$ cat config.mk
export PLATFORM = sky130hd
export DESIGN_NAME = i2c_cfg_target
export DESIGN_NICKNAME = d
export VERILOG_FILES = /design/src/rtl/i2c_cfg_pkg.sv /design/src/rtl/i2c_line_sync.sv /design/src/rtl/i2c_target_fsm.sv /design/src/rtl/i2c_cfg_regfile.sv /design/src/rtl/i2c_cfg_target.sv
export SDC_FILE = /design/constraint.sdc
export NUM_CORES = 1
export LEC_CHECK = 0
export BUFFER_PORTS_ARGS = -buffer_cell sky130_fd_sc_hd__buf_2
export CORE_UTILIZATION = 42
export DETAILED_ROUTE_END_ITERATION = 12
export PLACE_DENSITY_LB_ADDON = 0.3
export SETUP_SLACK_MARGIN = 0.02
export SYNTH_ARGS = -nofsm -noshare
export SYNTH_HDL_FRONTEND = slang
export SYNTH_SLANG_ARGS = --single-unit
export TNS_END_PERCENT = 5
$ cat constraint.sdc
create_clock -name clk -period 2.44 [get_ports clk]
set_input_delay 0.732 -clock clk [delete_from_list [all_inputs] [get_ports clk]]
set_output_delay 0.732 -clock clk [all_outputs]
set_load 0.01 [all_outputs]
$ cat src/rtl/i2c_cfg_pkg.sv
// Shared constants, state encoding and write-mask helper for the
// configuration register target. Assumes an 8-bit register pointer.
package i2c_cfg_pkg;

    localparam int          SEL_W    = 3;
    localparam int          DATA_W   = 8;
    localparam int          PTR_W    = 8;
    localparam logic [3:0]  ADDR_HI  = 4'b0111;
    localparam int          RW_BASE  = 8;
    localparam int          NUM_RW   = 2;

    typedef enum logic [3:0] {
        ST_IDLE,
        ST_ADDR,
        ST_ADDR_END,
        ST_ADDR_ACK,
        ST_WR,
        ST_WR_END,
        ST_WR_ACK,
        ST_RD,
        ST_RD_END,
        ST_RD_ACK,
        ST_RD_NEXT
    } tgt_state_t;

    // Writable bits of each writable register, indexed from RW_BASE.
    function automatic logic [DATA_W-1:0] rw_mask(input int idx);
        case (idx)
            0:       return 8'hFF;
            1:       return 8'h78;
            default: return 8'h00;
        endcase
    endfunction

endpackage

$ cat src/rtl/i2c_line_sync.sv
// Synchronises SCL and SDA into the system clock domain and flags SCL
// edges and START/STOP conditions. Assumes the bus is idle-high and
// that each SCL phase lasts several system clocks.
module i2c_line_sync #(
    parameter int STAGES = 2
) (
    input  logic clk,
    input  logic rst_n,
    input  logic scl_i,
    input  logic sda_i,
    output logic scl_s,
    output logic sda_s,
    output logic scl_rise,
    output logic scl_fall,
    output logic start_det,
    output logic stop_det
);

    logic [STAGES-1:0] scl_q;
    logic [STAGES-1:0] sda_q;
    logic              scl_p;
    logic              sda_p;

    // Shift both lines through the synchroniser chains.
    always_ff @(posedge clk) begin
        if (!rst_n) begin
            scl_q <= '1;
            sda_q <= '1;
        end else begin
            scl_q <= {scl_q[STAGES-2:0], scl_i};
            sda_q <= {sda_q[STAGES-2:0], sda_i};
        end
    end

    assign scl_s = scl_q[STAGES-1];
    assign sda_s = sda_q[STAGES-1];

    // Keep the previous synchronised levels for edge detection.
    always_ff @(posedge clk) begin
        if (!rst_n) begin
            scl_p <= 1'b1;
            sda_p <= 1'b1;
        end else begin
            scl_p <= scl_s;
            sda_p <= sda_s;
        end
    end

    // Edge and bus-condition decode.
    always_comb begin
        scl_rise  = scl_s & ~scl_p;
        scl_fall  = ~scl_s & scl_p;
        start_det = scl_s & scl_p & sda_p & ~sda_s;
        stop_det  = scl_s & scl_p & ~sda_p & sda_s;
    end

endmodule

$ cat src/rtl/i2c_target_fsm.sv
// Bit-level target engine: receives the address, decodes it against the
// strap value frozen at the first START, handles pointer/data writes and
// auto-incrementing reads. Samples SDA on SCL rise and changes its own
// SDA drive only after an SCL fall.
module i2c_target_fsm
    import i2c_cfg_pkg::*;
(
    input  logic              clk,
    input  logic              rst_n,
    input  logic              sda_s,
    input  logic              scl_rise,
    input  logic              scl_fall,
    input  logic              start_det,
    input  logic              stop_det,
    input  logic [SEL_W-1:0]  addr_sel_i,
    input  logic [DATA_W-1:0] rd_data,
    output logic              sda_oe,
    output logic              wr_en,
    output logic [PTR_W-1:0]  wr_addr,
    output logic [DATA_W-1:0] wr_data,
    output logic [PTR_W-1:0]  rd_ptr,
    output logic [SEL_W-1:0]  sel_lat,
    output logic              sel_locked
);

    tgt_state_t        state;
    logic [DATA_W-1:0] shreg;
    logic [DATA_W-1:0] txreg;
    logic [PTR_W-1:0]  ptr;
    logic [2:0]        cnt;
    logic              rw;
    logic              ptr_phase;

    assign rd_ptr = ptr;

    // Strap capture: freeze the select pins at the first START.
    always_ff @(posedge clk) begin
        if (!rst_n) begin
            sel_lat    <= '0;
            sel_locked <= 1'b0;
        end else if (start_det && !sel_locked) begin
            sel_lat    <= addr_sel_i;
            sel_locked <= 1'b1;
        end
    end

    // Protocol sequencing, shifting, pointer handling and SDA drive.
    always_ff @(posedge clk) begin
        if (!rst_n) begin
            state     <= ST_IDLE;
            shreg     <= '0;
            txreg     <= '0;
            ptr       <= '0;
            cnt       <= '0;
            rw        <= 1'b0;
            ptr_phase <= 1'b0;
            sda_oe    <= 1'b0;
            wr_en     <= 1'b0;
            wr_addr   <= '0;
            wr_data   <= '0;
        end else begin
            wr_en <= 1'b0;
            if (start_det) begin
                state  <= ST_ADDR;
                cnt    <= '0;
                sda_oe <= 1'b0;
            end else if (stop_det) begin
                state  <= ST_IDLE;
                sda_oe <= 1'b0;
            end else begin
                case (state)
                    ST_ADDR: begin
                        if (scl_rise) begin
                            shreg <= {shreg[DATA_W-2:0], sda_s};
                            cnt   <= cnt + 3'd1;
                            if (cnt == 3'd7) state <= ST_ADDR_END;
                        end
                    end
                    ST_ADDR_END: begin
                        if (scl_fall) begin
                            if (shreg[7:1] == {ADDR_HI, sel_lat}) begin
                                sda_oe <= 1'b1;
                                rw     <= shreg[0];
                                state  <= ST_ADDR_ACK;
                            end else begin
                                state  <= ST_IDLE;
                            end
                        end
                    end
                    ST_ADDR_ACK: begin
                        if (scl_fall) begin
                            cnt <= '0;
                            if (rw) begin
                                txreg  <= rd_data;
                                sda_oe <= ~rd_data[7];
                                state  <= ST_RD;
                            end else begin
                                sda_oe    <= 1'b0;
                                ptr_phase <= 1'b1;
                                state     <= ST_WR;
                            end
                        end
                    end
                    ST_WR: begin
                        if (scl_rise) begin
                            shreg <= {shreg[DATA_W-2:0], sda_s};
                            cnt   <= cnt + 3'd1;
                            if (cnt == 3'd7) state <= ST_WR_END;
                        end
                    end
                    ST_WR_END: begin
                        if (scl_fall) begin
                            sda_oe <= 1'b1;
                            state  <= ST_WR_ACK;
                            if (ptr_phase) begin
                                ptr       <= shreg;
                                ptr_phase <= 1'b0;
                            end else begin
                                wr_en   <= 1'b1;
                                wr_addr <= ptr;
                                wr_data <= shreg;
                                ptr     <= ptr + 1'b1;
                            end
                        end
                    end
                    ST_WR_ACK: begin
                        if (scl_fall) begin
                            sda_oe <= 1'b0;
                            cnt    <= '0;
                            state  <= ST_WR;
                        end
                    end
                    ST_RD: begin
                        if (scl_rise) begin
                            cnt <= cnt + 3'd1;
                            if (cnt == 3'd7) state <= ST_RD_END;
                        end else if (scl_fall) begin
                            txreg  <= {txreg[DATA_W-2:0], 1'b0};
                            sda_oe <= ~txreg[DATA_W-2];
                        end
                    end
                    ST_RD_END: begin
                        if (scl_fall) begin
                            sda_oe <= 1'b0;
                            ptr    <= ptr + 1'b1;
                            state  <= ST_RD_ACK;
                        end
                    end
                    ST_RD_ACK: begin
                        if (scl_rise) state <= sda_s ? ST_IDLE : ST_RD_NEXT;
                    end
                    ST_RD_NEXT: begin
                        if (scl_fall) begin
                            txreg  <= rd_data;
                            sda_oe <= ~rd_data[7];
                            cnt    <= '0;
                            state  <= ST_RD;
                        end
                    end
                    default: state <= ST_IDLE;
                endcase
            end
        end
    end

endmodule

$ cat src/rtl/i2c_cfg_regfile.sv
// Sixteen-entry register file: read-only identity/status bytes and
// NUM_RW writable registers whose bits are gated by per-register masks.
// Addresses outside the map read as zero and ignore writes.
module i2c_cfg_regfile
    import i2c_cfg_pkg::*;
#(
    parameter logic [15:0] VENDOR_ID = 16'h1A2B,
    parameter logic [15:0] DEVICE_ID = 16'h0C3F,
    parameter logic [7:0]  REV_ID    = 8'h02
) (
    input  logic              clk,
    input  logic              rst_n,
    input  logic              wr_en,
    input  logic [PTR_W-1:0]  wr_addr,
    input  logic [DATA_W-1:0] wr_data,
    input  logic [PTR_W-1:0]  rd_addr,
    output logic [DATA_W-1:0] rd_data,
    input  logic [15:0]       freq_i,
    input  logic              lowv_i,
    input  logic              sense_i,
    output logic [7:0]        cfg_ctrl_o,
    output logic [2:0]        cfg_mode_o,
    output logic              cfg_tsel_o
);

    logic [NUM_RW-1:0][DATA_W-1:0] rw_vec;

    for (genvar g = 0; g < NUM_RW; g++) begin : g_rw
        localparam logic [DATA_W-1:0] MASK = rw_mask(g);
        localparam logic [PTR_W-1:0]  ADDR = PTR_W'(RW_BASE + g);
        logic [DATA_W-1:0] q;

        // Masked update of one writable register.
        always_ff @(posedge clk) begin
            if (!rst_n)
                q <= '0;
            else if (wr_en && wr_addr == ADDR)
                q <= (q & ~MASK) | (wr_data & MASK);
        end

        assign rw_vec[g] = q;
    end

    assign cfg_ctrl_o = rw_vec[0];
    assign cfg_mode_o = rw_vec[1][6:4];
    assign cfg_tsel_o = rw_vec[1][3];

    // Read multiplexer over the register map.
    always_comb begin
        case (rd_addr)
            8'h00:   rd_data = VENDOR_ID[7:0];
            8'h01:   rd_data = VENDOR_ID[15:8];
            8'h02:   rd_data = DEVICE_ID[7:0];
            8'h03:   rd_data = DEVICE_ID[15:8];
            8'h04:   rd_data = REV_ID;
            8'h06:   rd_data = freq_i[7:0];
            8'h07:   rd_data = freq_i[15:8];
            8'h08:   rd_data = rw_vec[0];
            8'h09:   rd_data = rw_vec[1] | {lowv_i, 4'b0000, sense_i, 2'b00};
            default: rd_data = '0;
        endcase
    end

endmodule

$ cat src/rtl/i2c_cfg_target.sv
// Top of the configuration register target: line synchroniser, target
// engine and register file. The caller builds the open-drain pad from
// sda_oe_o and feeds the resolved line level back on sda_i.
module i2c_cfg_target
    import i2c_cfg_pkg::*;
#(
    parameter logic [15:0] VENDOR_ID   = 16'h1A2B,
    parameter logic [15:0] DEVICE_ID   = 16'h0C3F,
    parameter logic [7:0]  REV_ID      = 8'h02,
    parameter int          SYNC_STAGES = 2
) (
    input  logic        clk,
    input  logic        rst_n,
    input  logic        scl_i,
    input  logic        sda_i,
    output logic        sda_oe_o,
    input  logic [2:0]  addr_sel_i,
    input  logic [15:0] freq_i,
    input  logic        lowv_i,
    input  logic        sense_i,
    output logic [7:0]  cfg_ctrl_o,
    output logic [2:0]  cfg_mode_o,
    output logic        cfg_tsel_o
);

    logic              scl_s;
    logic              sda_s;
    logic              scl_rise;
    logic              scl_fall;
    logic              start_det;
    logic              stop_det;
    logic              wr_en;
    logic [PTR_W-1:0]  wr_addr;
    logic [DATA_W-1:0] wr_data;
    logic [PTR_W-1:0]  rd_ptr;
    logic [DATA_W-1:0] rd_data;
    logic [SEL_W-1:0]  sel_lat;
    logic              sel_locked;

    i2c_line_sync #(
        .STAGES (SYNC_STAGES)
    ) u_sync (
        .clk       (clk),
        .rst_n     (rst_n),
        .scl_i     (scl_i),
        .sda_i     (sda_i),
        .scl_s     (scl_s),
        .sda_s     (sda_s),
        .scl_rise  (scl_rise),
        .scl_fall  (scl_fall),
        .start_det (start_det),
        .stop_det  (stop_det)
    );

    i2c_target_fsm u_fsm (
        .clk        (clk),
        .rst_n      (rst_n),
        .sda_s      (sda_s),
        .scl_rise   (scl_rise),
        .scl_fall   (scl_fall),
        .start_det  (start_det),
        .stop_det   (stop_det),
        .addr_sel_i (addr_sel_i),
        .rd_data    (rd_data),
        .sda_oe     (sda_oe_o),
        .wr_en      (wr_en),
        .wr_addr    (wr_addr),
        .wr_data    (wr_data),
        .rd_ptr     (rd_ptr),
        .sel_lat    (sel_lat),
        .sel_locked (sel_locked)
    );

    i2c_cfg_regfile #(
        .VENDOR_ID (VENDOR_ID),
        .DEVICE_ID (DEVICE_ID),
        .REV_ID    (REV_ID)
    ) u_regs (
        .clk        (clk),
        .rst_n      (rst_n),
        .wr_en      (wr_en),
        .wr_addr    (wr_addr),
        .wr_data    (wr_data),
        .rd_addr    (rd_ptr),
        .rd_data    (rd_data),
        .freq_i     (freq_i),
        .lowv_i     (lowv_i),
        .sense_i    (sense_i),
        .cfg_ctrl_o (cfg_ctrl_o),
        .cfg_mode_o (cfg_mode_o),
        .cfg_tsel_o (cfg_tsel_o)
    );

endmodule

==> results_dict.tcl <==
set metrics [dict create \
    outcome "finished, final reports clean" \
    cts_tree "done" \
    numPortBuffers 37 \
    hold_end "u_sync.sda_q[1]$_SDFF_PN1_" \
    cts_setup_buffers 0 \
    met3_length_um 440 \
    firstDrtPassIters 5 \
    gp_congestion 0.9111 \
    power.density_nw_per_um2 680.2 \
    fin_crit_sh_pct 87.32 \
    ys_ff_latch 72 \
    endpoint_kind "flip-flop" \
    antenna_cells 0 \
    die_area_um2 9298 \
    synth_edf_count 0 \
    wl_per_cell_um 15.37 \
    insertion_delay_ps 360 \
    grt_use_total_pct 20.88 \
    numCtsBuffers 9 \
    drc 0 \
    wl_met1_um 4328 \
    synthDistinctLibCells 62 \
    die_y_um 96.43 \
    grt.overflow.total 0 \
    ant_nets 0 \
    hp-class "reg2reg" \
    clock_sinks 72 \
    synth_seq_area_share_pct 38.49 \
    startpoint_type "flip-flop" \
    min_path_cells 1 \
    ctsHoldBuffers 0 \
    grt_pass1_wl_um 14830 \
    syn-num-nets 466 \
    worst_slack_ps 309.5 \
    wl_met2_um 4093 \
    top_layer_used "met4" \
    reg2regPathDepth 7 \
    synth.avg_cell_area_um2 8.609 \
    rsz0062_at_grt "false" \
    num_vias 3323 \
    clk_pin_slew_ps 80 \
    cp_max_fo 8 \
    async_reset_ff_share_pct 0 \
    ir_worst_vdd_mv 0.2868 \
    num_rows 34 \
    hold_violations 0 \
    power.total_mw 2.915 \
    grt_max_degree 23 \
    worst_ep_arrival_time_ps 2380 \
    final.setup.tns_ps 0 \
    timing.fmax_mhz 469.4 \
    reg2reg_to "u_fsm.txreg[3]$_SDFFE_PN0P_" \
    cts.path.max_buffers 2 \
    maxCapViolations 0 \
    grt_antenna_before_repair 0 \
    root_buffer "clkbuf_8" \
    worstSetupPathType "reg2reg" \
    cts_resized 0 \
    multi_input_area_um2 2093 \
    core_area_um2 8678 \
    critPathRequiredTime_ps 2680 \
    layout_common_cells "dfxtp_1 (72), nor2_1 (59), mux2i_1 (41), buf_2 (37), a21oi_1 (29)" \
    p_leak_nw 1.848 \
    drive_above_1_share_pct 17.36 \
    final_common_cell "dfxtp_1" \
    drt_iter0_drc 170 \
    finClkSkew_ps 8.879 \
    synthFlopType "dfxtp_1" \
    drt-total-wl_um 9006 \
    min-delay-start "u_sync.sda_q[0]$_SDFF_PN1_" \
    h-tree-depth 3 \
    setup_viol 0 \
    area_growth_pct 14.43 \
    hpwlAfterDp_um 6377 \
    period_needed_ps 2131 \
    initial_core_util_pct 43.15 \
    worstMarginPinSlew_ps 544.5 \
    grt_pass1_vias 3080 \
    synthesis.area_um2 3745 \
    final_nets 504 \
    rrSetupSlack_ps 310 \
    r2r_start "u_fsm.rd_ptr[0]$_SDFFE_PN0P_" \
    yosysWarnings 0 \
    ios 38 \
    fillers 836 \
    dieWidth_um 96.43 \
    slew_viol_final 0 \
    vias_per_cell 5.671 \
    place_ws_ps 319.0 \
    register_area_um2 1441 \
    relSlewSlack_pct 63.65 \
    synth_cells 435 \
]
==> per-stage QoR <==
stage / instance area, um2 / util (%) / cells / hold WS, ps
after global routing: 4285 / 49.38 / 586 / 440.3
after floorplan: 3745 / - / 435 / 386.3
final: 4285 / 49.38 / 586 / 413.0
after global placement: 4043 / 46.58 / 570 / 388.7
after detailed placement: 4043 / 46.58 / 570 / 397.6
after CTS: 4285 / 49.38 / 586 / 416.8
==> worst max-delay path by stage <==
stage                            startpoint                     endpoint  depth (start not counted)
6_report       u_fsm.rd_ptr[0]$_SDFFE_PN0P_  u_fsm.txreg[3]$_SDFFE_PN0P_                          7
5_1_grt        u_fsm.rd_ptr[0]$_SDFFE_PN0P_    u_fsm.sda_oe$_SDFFE_PP0P_                          8
4_1_cts        u_fsm.rd_ptr[0]$_SDFFE_PN0P_  u_fsm.txreg[3]$_SDFFE_PN0P_                          7
3_5_place_dp   u_fsm.rd_ptr[0]$_SDFFE_PN0P_  u_fsm.txreg[3]$_SDFFE_PN0P_                          7
3_3_place_gp   u_fsm.rd_ptr[0]$_SDFFE_PN0P_  u_fsm.txreg[3]$_SDFFE_PN0P_                          7
2_1_floorplan  u_fsm.rd_ptr[1]$_SDFFE_PN0P_  u_fsm.txreg[3]$_SDFFE_PN0P_                          8
==> state kept, by name, indices dropped and copies added, names as in the netlist <==
name,cells
u_fsm.sel_lat,3
u_fsm.wr_data,8
u_fsm.rw,1
u_fsm.wr_en,1
u_regs.g_rw.q,4
u_fsm.txreg,7
u_fsm.shreg,8
u_fsm.ptr_phase,1
u_sync.sda_p,1
u_fsm.cnt,3
u_regs.cfg_ctrl_o,8
u_fsm.sel_locked,1
u_fsm.state,4
u_fsm.wr_addr,8
u_sync.scl_p,1
u_fsm.rd_ptr,8
u_fsm.sda_oe,1
u_sync.scl_q,2
u_sync.sda_q,2
==> cells in the mapped netlist, types with 2 or more instances <==
master,count,area share (%)
a31oi_1,7,1.2
o22ai_1,6,1.0
nor4_1,3,0.50
mux2i_1,41,11
nand4b_1,4,0.94
o2bb2a_1,2,0.53
a311oi_1,2,0.47
nor2_1,59,5.9
a21oi_1,29,3.9
clkinv_1,2,0.20
a2bb2oi_1,4,0.94
nor2b_1,2,0.33
or3_1,4,0.67
mux2_2,3,0.90
buf_2,9,1.2
nand2b_1,13,2.2
nand3b_1,5,1.0
xor2_1,5,1.2
clkbuf_1,14,1.4
a22oi_1,10,2.0
nand2_1,26,2.6
nand4_1,6,1.0
a21o_1,4,0.80
nand3_1,8,1.1
and2_1,2,0.33
o21ai_0,24,3.2
dfxtp_1,72,38
nor3_1,6,0.80
or4_1,3,0.60
inv_1,8,0.80
a32o_1,2,0.53
o21a_1,6,1.2
o22a_1,2,0.47
a211oi_1,2,0.40
and3_1,3,0.50
buf_6,6,1.8
ha_1,6,2.0
==> critical path, cell delays in order, from the launching register on <==
cell and delay, ps:
dfxtp_1 480, inv_1 100, ha_1 310, or4_1 430, a222oi_1 280, o22a_1 200, a2bb2oi_1 150, a21oi_1 80
==> per-layer routing <==
layer / track usage (%) / up-vias
li1: - / 1651
met1: 27.54 / 1558
met2: 33.75 / 102
met3: 3.912 / 12
met4: 8.088 / 0
met5: 0 / -
==> area by class of cell <==
| cell class | count | area share, % |
|---|---|---|
| multi-input combinational | 323 | 48.85 |
| sequential | 72 | 33.63 |
| timing repair buffer | 57 | 7.825 |
| tap | 108 | 3.153 |
| clock buffer | 10 | 2.978 |
| clock inverter | 6 | 2.686 |
| inverter | 10 | 0.8759 |
==> cells by family (layout without fill, tap and decap cells) <==
kind of cell               count (synthesis)  count (layout)  share of synthesized area (%)
adders and majority gates                  6               6                          2.005
muxes                                     44              44                          11.86
xor gates and xnor gates                   6               6                          1.403
buffers and inverters                     40              83                          5.613
and+or+nand+nor                          153             153                          20.65
AOI/OAI and AO/OA                        114             114                          19.98
DFF                                       72              72                          38.49
==> where the power goes <==
part           leakage, nW  switching [mW]  total (mW)  internal [mW]
Clock                0.117           0.478        1.16          0.687
Combinational         1.15           0.271       0.488          0.217
Sequential           0.581          0.0631        1.26           1.20
Total                 1.85           0.813        2.92           2.10
Note: power is estimated with default switching activity, not from simulation.
